--- config.mk ---
export PLATFORM = sky130hd
export DESIGN_NAME = hmac_unit
export DESIGN_NICKNAME = d
export VERILOG_FILES = /design/src/rtl/hmac_pkg.sv /design/src/rtl/hmac_decode.sv /design/src/rtl/hmac_halfsel.sv /design/src/rtl/hmac_datapath.sv /design/src/rtl/hmac_sticky.sv /design/src/rtl/hmac_unit.sv
export SDC_FILE = /design/constraint.sdc
export NUM_CORES = 1
export LEC_CHECK = 0
export BUFFER_PORTS_ARGS = -buffer_cell sky130_fd_sc_hd__buf_2
export CAP_MARGIN = 30
export CORE_ASPECT_RATIO = 1.4
export CORE_MARGIN = 5
export CORE_UTILIZATION = 45
export CTS_CLUSTER_DIAMETER = 200
export CTS_CLUSTER_SIZE = 12
export DETAILED_ROUTE_END_ITERATION = 8
export SYNTH_ARGS = -nofsm -noshare
export SYNTH_HDL_FRONTEND = slang
export SYNTH_SLANG_ARGS = --single-unit
--- constraint.sdc ---
create_clock -name clk -period 0.8 [get_ports clk]
set_input_delay 0.04 -clock clk [delete_from_list [all_inputs] [get_ports clk]]
set_output_delay 0.04 -clock clk [all_outputs]
set_load 0.02 [all_outputs]
--- src/rtl/hmac_pkg.sv ---
package hmac_pkg;

    localparam int DATA_W = 32;
    localparam int HALF_W = DATA_W / 2;
    localparam int IDX_W  = 4;

    typedef enum logic [1:0] {
        OUT_IDLE,
        OUT_RESULT,
        OUT_FAULT
    } out_state_t;

    typedef enum logic {
        SAT_CLEAR,
        SAT_SET
    } sat_state_t;

    typedef struct packed {
        logic             legal;
        logic             hi_a;
        logic             hi_b;
        logic             acc_en;
        logic [IDX_W-1:0] dest;
    } dec_t;

endpackage

--- src/rtl/hmac_decode.sv ---
module hmac_decode
    import hmac_pkg::*;
#(
    parameter int  IW     = 32,
    parameter bit  ALT_EN = 1'b1
) (
    input  logic          alt_mode,
    input  logic [IW-1:0] instr,
    output dec_t          dec
);
    localparam logic [IDX_W-1:0] IDX_BAD = '1;

    dec_t d32;
    dec_t dalt;

    // Single-word form
    always_comb begin
        logic op_ok;
        logic idx_ok;
        op_ok  = (instr[27:20] == 8'h10) && instr[7] && !instr[4]
               && (instr[31:28] != 4'hF);
        idx_ok = (instr[19:16] != IDX_BAD) && (instr[15:12] != IDX_BAD)
               && (instr[11:8] != IDX_BAD) && (instr[3:0] != IDX_BAD);
        d32.legal  = op_ok && idx_ok;
        d32.hi_a   = instr[5];
        d32.hi_b   = instr[6];
        d32.acc_en = 1'b1;
        d32.dest   = instr[19:16];
    end

    // Paired-halfword form
    generate
        if (ALT_EN) begin : g_alt
            always_comb begin
                logic op_ok;
                logic idx_ok;
                op_ok  = (instr[31:20] == 12'hFB1) && (instr[7:6] == 2'b00);
                idx_ok = (instr[19:16] != IDX_BAD) && (instr[11:8] != IDX_BAD)
                       && (instr[3:0] != IDX_BAD);
                dalt.legal  = op_ok && idx_ok;
                dalt.hi_a   = instr[5];
                dalt.hi_b   = instr[4];
                dalt.acc_en = (instr[15:12] != IDX_BAD);
                dalt.dest   = instr[11:8];
            end
        end else begin : g_no_alt
            always_comb begin
                dalt        = '0;
                dalt.legal  = 1'b0;
            end
        end
    endgenerate

    assign dec = alt_mode ? dalt : d32;

endmodule

--- src/rtl/hmac_halfsel.sv ---
module hmac_halfsel #(
    parameter int DW = 32,
    localparam int HW = DW / 2
) (
    input  logic [DW-1:0] word,
    input  logic          hi,
    output logic [DW-1:0] ext
);
    logic [HW-1:0] half;

    always_comb begin
        half = hi ? word[DW-1:HW] : word[HW-1:0];
        ext  = {{(DW - HW){half[HW-1]}}, half};
    end

endmodule

--- src/rtl/hmac_datapath.sv ---
module hmac_datapath #(
    parameter int DW = 32
) (
    input  logic [DW-1:0] src_a,
    input  logic [DW-1:0] src_b,
    input  logic [DW-1:0] addend,
    input  logic          hi_a,
    input  logic          hi_b,
    input  logic          acc_en,
    output logic [DW-1:0] sum_lo,
    output logic          ovf
);
    localparam int NOPS = 2;

    logic [DW-1:0] words [NOPS];
    logic          sels  [NOPS];
    logic [DW-1:0] exts  [NOPS];

    assign words[0] = src_a;
    assign words[1] = src_b;
    assign sels[0]  = hi_a;
    assign sels[1]  = hi_b;

    generate
        for (genvar i = 0; i < NOPS; i++) begin : g_sel
            hmac_halfsel #(.DW(DW)) u_sel (
                .word (words[i]),
                .hi   (sels[i]),
                .ext  (exts[i])
            );
        end
    endgenerate

    logic signed [DW-1:0] prod;
    logic        [DW-1:0] add_eff;
    logic        [DW:0]   exact;

    always_comb begin
        prod    = $signed(exts[0]) * $signed(exts[1]);
        add_eff = acc_en ? addend : '0;
        exact   = {prod[DW-1], prod} + {add_eff[DW-1], add_eff};
        sum_lo  = exact[DW-1:0];
        ovf     = exact[DW] ^ exact[DW-1];
    end

endmodule

--- src/rtl/hmac_sticky.sv ---
module hmac_sticky
    import hmac_pkg::*;
(
    input  logic clk,
    input  logic rst_n,
    input  logic set_evt,
    input  logic clr,
    output logic flag
);
    sat_state_t sat_q;
    sat_state_t sat_nxt;

    always_ff @(posedge clk or negedge rst_n) begin
        if (!rst_n) sat_q <= SAT_CLEAR;
        else        sat_q <= sat_nxt;
    end

    always_comb begin
        sat_nxt = sat_q;
        unique case (sat_q)
            SAT_CLEAR: if (set_evt)         sat_nxt = SAT_SET;
            SAT_SET:   if (clr && !set_evt) sat_nxt = SAT_CLEAR;
            default:                        sat_nxt = SAT_CLEAR;
        endcase
    end

    always_comb begin
        unique case (sat_q)
            SAT_SET: flag = 1'b1;
            default: flag = 1'b0;
        endcase
    end

    // once set, only a clear can drop the flag
    p_sticky_hold_r3: assert property (@(posedge clk) disable iff (!rst_n)
        (flag && !clr) |=> flag);

    // a clear without a coinciding event empties the flag
    p_clear_wins_r4: assert property (@(posedge clk) disable iff (!rst_n)
        (clr && !set_evt) |=> !flag);

    // a coinciding event beats the clear
    p_set_beats_clr_r4: assert property (@(posedge clk) disable iff (!rst_n)
        set_evt |=> flag);

endmodule

--- src/rtl/hmac_unit.sv ---
module hmac_unit
    import hmac_pkg::*;
#(
    parameter int DW     = DATA_W,
    parameter int IW     = 32,
    parameter int XW     = IDX_W,
    parameter bit ALT_EN = 1'b1
) (
    input  logic          clk,
    input  logic          rst_n,
    input  logic          issue,
    input  logic          alt_mode,
    input  logic [IW-1:0] instr,
    input  logic          cond_pass,
    input  logic [DW-1:0] src_a,
    input  logic [DW-1:0] src_b,
    input  logic [DW-1:0] addend,
    input  logic          sat_clr,
    output logic          res_valid,
    output logic [DW-1:0] res_data,
    output logic [XW-1:0] res_dest,
    output logic          illegal,
    output logic          sat_flag
);
    dec_t          dec;
    logic [DW-1:0] sum_lo;
    logic          ovf;
    logic          ovf_evt;

    hmac_decode #(.IW(IW), .ALT_EN(ALT_EN)) u_decode (
        .alt_mode (alt_mode),
        .instr    (instr),
        .dec      (dec)
    );

    hmac_datapath #(.DW(DW)) u_dp (
        .src_a  (src_a),
        .src_b  (src_b),
        .addend (addend),
        .hi_a   (dec.hi_a),
        .hi_b   (dec.hi_b),
        .acc_en (dec.acc_en),
        .sum_lo (sum_lo),
        .ovf    (ovf)
    );

    assign ovf_evt = issue && dec.legal && cond_pass && ovf;

    hmac_sticky u_sticky (
        .clk     (clk),
        .rst_n   (rst_n),
        .set_evt (ovf_evt),
        .clr     (sat_clr),
        .flag    (sat_flag)
    );

    // Output state machine
    out_state_t    out_q;
    out_state_t    out_nxt;
    logic [DW-1:0] data_q;
    logic [XW-1:0] dest_q;

    always_comb begin
        out_nxt = OUT_IDLE;
        if (issue) begin
            if (!dec.legal)     out_nxt = OUT_FAULT;
            else if (cond_pass) out_nxt = OUT_RESULT;
        end
    end

    always_ff @(posedge clk or negedge rst_n) begin
        if (!rst_n) begin
            out_q  <= OUT_IDLE;
            data_q <= '0;
            dest_q <= '0;
        end else begin
            out_q <= out_nxt;
            if (out_nxt == OUT_RESULT) begin
                data_q <= sum_lo;
                dest_q <= dec.dest[XW-1:0];
            end
        end
    end

    always_comb begin
        res_valid = 1'b0;
        illegal   = 1'b0;
        unique case (out_q)
            OUT_IDLE:   ;
            OUT_RESULT: res_valid = 1'b1;
            OUT_FAULT:  illegal   = 1'b1;
            default:    ;
        endcase
        res_data = data_q;
        res_dest = dest_q;
    end

    // a valid result always traces back to an issued, passed word
    p_valid_cause_r5: assert property (@(posedge clk) disable iff (!rst_n)
        res_valid |-> $past(issue && cond_pass));

    // an illegal pulse always traces back to an issued word
    p_illegal_cause_r8: assert property (@(posedge clk) disable iff (!rst_n)
        illegal |-> $past(issue));

    // the flag rises only after a legal, passed, overflowing accumulate
    p_flag_rise_r3: assert property (@(posedge clk) disable iff (!rst_n)
        $rose(sat_flag) |-> $past(issue && cond_pass && dec.legal && ovf));

    // the product alone can never overflow
    p_no_overflow_r7: assert property (@(posedge clk) disable iff (!rst_n)
        !dec.acc_en |-> !ovf);

    // a failed condition writes nothing and leaves the flag alone
    p_cond_fail_r9: assert property (@(posedge clk) disable iff (!rst_n)
        (issue && !cond_pass && dec.legal && !sat_clr)
            |=> (!res_valid && $stable(sat_flag)));

endmodule

==> flow_metrics.py, run 1 <==
metrics = {
    "timing": {
        "finalHoldViolCount": 0,
        "drv_slew": 0,
        "relSlewSlack": 0.740,
        "fin_ws_ns": -5.35,
        "fin_crit_sh": 7.69,
        "setup_violations": 78,
        "fin_skew_ns": 0,
        "fin_setup_tns_ns": -150.54,
        "worstMarginPinSlew_ns": 0.380,
        "rsz0062_at_grt": "yes",
        "fin_crit_ns": 6.15,
        "fmax_mhz": 163,
    },
    "finish": {
        "nFillCells": 2440,
        "area_growth_syn_to_layout_pct": 41.2,
        "finalNonFillerCells": 2302,
        "fin_util": 0.643,
        "num_antenna_cells": 0,
        "nets": 2455,
        "design_area_sq_mm": 0.0187,
        "drive_above_1_share": 0.378,
    },
    "critical_path": {
        "critPathArrivalTime_ns": 6.32,
        "critPathBufInv": 10,
        "worstSetupPathType": "primary input to flop",
        "critPathMaxFanout": 6,
        "reg2regPathDepth": 3,
        "cpMaxStageDelayCell": "fa_2",
        "slowest_delay_ns": 0.59,
        "required_ns": 0.97,
        "cp-start-kind": "primary input",
        "worst_setup_path_end_kind": "flop",
        "cpMostUsedCell": "inv_2",
        "path_delay_family": "adder cells",
        "cp.depth": 29,
        "rrSetupSlack_ns": 0.03,
    },
    "grt": {
        "grt_pass1_wl_um": 62100,
        "grt_use_total": 0.241,
        "grt_use_met2": 0.481,
        "grt_pass1_vias": 12516,
        "grt_max_degree": 40,
        "grt_most_used_layer": "met2",
        "use_met3": 0.0231,
        "gr-total-overflow": 0,
        "antenna_found_initial": 0,
        "grt_use_met1": 0.254,
    },
    "clocking": {
        "cts_root_buffer": "clkbuf_16",
        "numCtsBuffers": 5,
        "clk_pin_slew_ns": 0.06,
        "htreeDepth": 2,
        "clock_path_buffers": 2,
        "clk_latency_ns": 0.28,
        "cts.sinks": 39,
        "cts_tree": "yes",
    },
    "floorplanning": {
        "start_util": 0.455,
        "die_area_sq_mm": 0.0330,
        "num_rows": 74,
        "core_region_area_sq_mm": 0.0291,
        "die_y_um": 213,
        "fp.dieW_um": 155,
        "io_pins": 173,
    },
    "outcome": {
        "failed_checks": "negative setup slack",
        "status": "finished, violations left",
    },
    "synth": {
        "synth_nets": 1994,
        "ys.flop_type": "dfrtp_1",
        "synth_edf_count": 0,
        "ys_ff_latch": 39,
        "synth_area_per_cell_sq_um": 9.06,
        "synthArstFlopShare": 1.00,
        "yosysUniqueCellTypes": 62,
        "yosys_warnings": 0,
        "synth_area_sq_mm": 0.0132,
        "ys_seq_area_frac": 0.0737,
        "synth_cells": 1460,
    },
    "drt": {
        "ant_nets": 0,
        "drt_first_iter_violations": 510,
        "vias": 11577,
        "routed_via_density": 5.03,
        "post_drt_wl_per_cell_um": 17.7,
        "drc": 0,
        "dr.pass1.iters": 5,
        "wl_um": 40600,
    },
    "placed_design": {
        "dp_hpwl_um": 34000,
        "dp.cells": 2212,
        "finalWeightedCongestion": 0.892,
        "portBuffers": 172,
        "placed_area_sq_mm": 0.0164,
    },
    "hold_path": {
        "hold_path_class": "primary input to flop",
        "whs_path_depth": 2,
    },
    "flow_run": {
        "maxCapViolCount": 0,
    },
}
synth_stat cells, drive strengths merged (14+ instances only):
| master | count | share of area |
|---|---|---|
| mux2 | 27 | 0.023 |
| nand2 | 186 | 0.053 |
| nor2 | 142 | 0.040 |
| ha | 101 | 0.095 |
| dfrtp | 39 | 0.074 |
| fa | 299 | 0.45 |
| clkbuf | 25 | 0.0071 |
| inv | 361 | 0.10 |
| and2 | 33 | 0.016 |
| xnor2 | 21 | 0.014 |
| xor2 | 15 | 0.0099 |
| o21ai | 49 | 0.019 |
| nand2b | 14 | 0.0066 |
| a21oi | 27 | 0.010 |
| mux2i | 34 | 0.026 |
registers in the layout, indices dropped and copies added, names as in the netlist:
| name | count |
|---|---|
| out_q | 2 |
| u_sticky.sat_q | 1 |
| res_data | 32 |
| res_dest | 4 |
logic make-up (layout without fill, tap and decap cells):
group | after synthesis | count (layout) | share of synthesized area
and+or+nand+nor | 410 | 410 | 0.133
adders and majority gates | 400 | 400 | 0.548
buffers and inverters | 396 | 857 | 0.113
DFF | 39 | 39 | 0.0737
AOI/OAI and AO/OA | 118 | 118 | 0.0598
xor gates and xnor gates | 36 | 36 | 0.0238
muxes | 61 | 62 | 0.0490
layer usage:
layer / share of wire / vias to the layer above
li1: - / 5292
met1: 0.33 / 5838
met2: 0.58 / 323
met3: 0.035 / 124
met4: 0.052 / 0
met5: 0 / -
worst reg2reg max path, delay by kind of cell (launching register included):
kind            cells  cell delay [ns]
simple gates        1             0.04
compound gates      1             0.06
buf+inv             1             0.14
flops               1             0.41
path summary, 6_finish.rpt:
path                                           from                  endpoint
max in group asynchronous                     rst_n   res_data[8]$_DFFE_PN0N_
min in group asynchronous                     rst_n  res_data[30]$_DFFE_PN0N_
setup / recovery                           alt_mode  u_sticky.sat_q$_DFF_PN0_
hold / removal                                issue        out_q[1]$_DFF_PN0_
hold reg to reg             res_data[0]$_DFFE_PN0N_   res_data[0]$_DFFE_PN0N_
setup reg to reg           res_data[12]$_DFFE_PN0N_  res_data[12]$_DFFE_PN0N_
area by class of cell:
type                            instances  area, sq um  share of cell area
Multi-Input combinational cell       1026        11900               0.635
Timing Repair Buffer                  488         3860               0.207
Inverter                              361         1360              0.0729
Sequential cell                        39          976              0.0522
Tap cell                              380          475              0.0254
Clock buffer                            5          125             0.00670
Clock inverter                          3         23.8             0.00127
cells in the final DEF (no fill, tap or decap), drive strengths merged, types with 2 or more instances in the layout:
cell	count
a211o	3
a211oi	5
a21o	9
a21oi	27
a31oi	2
and2	33
and3	3
buf	485
clkbuf	5
clkinvlp	2
dfrtp	39
dlygate4sd3	2
fa	299
ha	101
inv	362
mux2	28
mux2i	34
nand2	186
nand2b	14
nand3	3
nand4	7
nor2	142
nor2b	3
nor3	8
nor4	3
nor4b	2
o211ai	5
o21ai	49
o21bai	3
o221ai	3
o22ai	2
o31ai	2
or3	2
xnor2	21
xor2	15
per-stage QoR:
stage | setup WS (ns) | hold WS (ns)
2_1_floorplan | -5.52 | -0.256
3_3_place_gp | -5.70 | 0.0176
3_5_place_dp | -5.79 | 0.0269
4_1_cts | -5.39 | 0.0141
5_1_grt | -5.54 | 0.0235
6_report | -5.35 | 0.0167
what timing repair did:
action                                  CTS  global route
pin swaps                                17           121
hold buffers                              2             0
buffers inserted                         33            50
endpoints found under the setup margin   78            78
resized for setup                       215           168
endpoints found under the hold margin    40             0
cloned                                    5             2
Power of run 1 is not shown: default switching activity piles up to over one toggle a cycle in this logic, so the estimate is an artifact.
==> run 2, diff against run 1 <==
Settings changed: BUFFER_PORTS_ARGS -buffer_cell sky130_fd_sc_hd__buf_2 to not set, DONT_BUFFER_PORTS set to 1, GPL_TIMING_DRIVEN set to 0.
==> flow_metrics.py, run 2 (synthesized netlist as in run 1, its figures left out) <==
metrics = {
    "clocking": {
        "cts_root_buffer": "clkbuf_16",
        "clk_latency_ns": 0.29,
        "cts.sinks": 39,
        "htreeDepth": 2,
        "clk_pin_slew_ns": 0.06,
        "clock_path_buffers": 2,
        "holdBufCountCts": 10,
        "cts_tree": "yes",
        "numCtsBuffers": 5,
    },
    "finish": {
        "fin_util": 0.549,
        "multiInputGateArea_sq_mm": 0.0116,
        "drive_above_1_share": 0.213,
        "largest_register_ffs": 32,
        "mostFrequentLayoutCells": "342 x inv_1, 286 x fa_1, 177 x nand2_1",
        "finalNonFillerCells": 1948,
        "nFillCells": 2648,
        "layout_commonest_cell": "inv_1",
        "num_antenna_cells": 0,
        "area_growth_syn_to_layout_pct": 20.6,
        "regArea_sq_mm": 0.00102,
        "nets": 2101,
    },
    "drt": {
        "ant_nets": 0,
        "dr.pass1.iters": 5,
        "drt_first_iter_violations": 412,
        "post_drt_wl_per_cell_um": 19.9,
        "vias": 10261,
        "drc": 0,
        "routed_via_density": 5.27,
        "wl_um": 38800,
    },
    "timing": {
        "holdWs_ns": -0.557,
        "rsz0062_at_grt": "yes",
        "fin_skew_ns": 0,
        "fin_ws_ns": -5.61,
        "drv_slew": 0,
        "setup_violations": 41,
        "fmax_mhz": 156,
        "fin_crit_ns": 6.41,
        "fin_setup_tns_ns": -151.95,
        "relSlewSlack": 0.525,
        "finalHoldViolCount": 39,
        "fin_crit_sh": 8.01,
        "worstMarginPinSlew_ns": 0.712,
    },
    "placed_design": {
        "portBuffers": 0,
        "dp_hpwl_um": 32400,
        "finalWeightedCongestion": 0.924,
        "dp.cells": 1850,
    },
    "floorplanning": {
        "start_util": 0.455,
        "die_y_um": 213,
        "io_pins": 173,
        "fp.dieW_um": 155,
        "core_region_area_sq_mm": 0.0291,
        "num_rows": 74,
        "die_area_sq_mm": 0.0330,
    },
    "outcome": {
        "status": "finished, violations left",
        "failed_checks": "negative hold slack, negative setup slack",
    },
    "critical_path": {
        "r2r-start": "res_data[25]$_DFFE_PN0N_",
        "cpMostUsedCell": "fa_1",
        "worstSetupPathType": "primary input to flop",
        "critPathMaxFanout": 7,
        "cp-start-kind": "primary input",
        "cp-endpoint": "u_sticky.sat_q$_DFF_PN0_",
        "required_ns": 0.97,
        "r2r-end": "res_data[25]$_DFFE_PN0N_",
        "rrSetupSlack_ns": 0.05,
        "worst_setup_path_end_kind": "flop",
        "slowest_delay_ns": 0.54,
        "cpMaxStageDelayCell": "fa_2",
        "cp-startpoint": "alt_mode",
        "reg2regPathDepth": 2,
        "critPathArrivalTime_ns": 6.58,
    },
    "grt": {
        "grt_pass1_wl_um": 58500,
        "grt_pass1_vias": 11080,
        "grt_max_degree": 40,
        "gr-total-overflow": 0,
        "antenna_found_initial": 4,
        "grt_use_total": 0.230,
    },
    "hold_path": {
        "hold_path_class": "primary input to asynchronous set/reset pin",
    },
    "flow_run": {
        "maxCapViolCount": 0,
    },
}
==> run 2: what timing repair did <==
| action | 4_1_cts | 5_1_grt |
|---|---|---|
| endpoints found under the setup margin | 71 | 59 |
| gates cloned | 2 | 1 |
| pin swaps | 38 | 60 |
| endpoints found under the hold margin | 45 | 39 |
| buffers inserted | 44 | 36 |
| gates resized for setup | 159 | 115 |
==> run 2: worst min path at each step <==
stage	start	end	slack, ns	cells after the start
detailed placement	rst_n	u_sticky.sat_q$_DFF_PN0_	-0.25	0
finish	rst_n	res_dest[3]$_DFFE_PN0N_	-0.56	0
CTS	rst_n	u_sticky.sat_q$_DFF_PN0_	-0.56	0
floorplan	rst_n	out_q[0]$_DFF_PN0_	-0.26	0
global route	rst_n	res_data[18]$_DFFE_PN0N_	-0.57	0
global placement	rst_n	u_sticky.sat_q$_DFF_PN0_	-0.25	0
==> run 2: routing by layer <==
metal	vias to the layer above	share of wire	global-route usage
li1	4583	-	-
met1	5257	0.32	0.244
met2	309	0.58	0.449
met3	108	0.050	0.0371
met4	4	0.048	0.0914
met5	-	0.00054	0
==> run 2: final cells by class <==
class,instances,share of cell area
multi-input cells,1025,0.728
inverters,361,0.0857
plain buffers,34,0.0212
clock inverters,3,0.00423
well taps,380,0.0298
clock buffers,5,0.00784
repair buffers,101,0.0599
flip-flops and latches,39,0.0638
==> run 2: worst max-delay path, delay by kind of cell <==
| family | cells | cell delay (ns) |
|---|---|---|
| fa+ha+maj | 7 | 3.33 |
| xor+xnor | 1 | 0.16 |
| compound gates | 7 | 1.20 |
| mux | 2 | 0.61 |
| simple gates | 2 | 0.22 |
| buf+inv | 11 | 0.98 |
==> run 2: stage by stage <==
stage	instance area [sq um]	worst slack (ns)	hold WS, ns
global route	16000	-5.77	-0.571
global placement	13900	-6.83	-0.255
detailed placement	14000	-6.71	-0.255
CTS	15300	-5.60	-0.564
finish	16000	-5.61	-0.557
floorplan	13400	-5.52	-0.256
Power of run 2 is left out for the same reason.
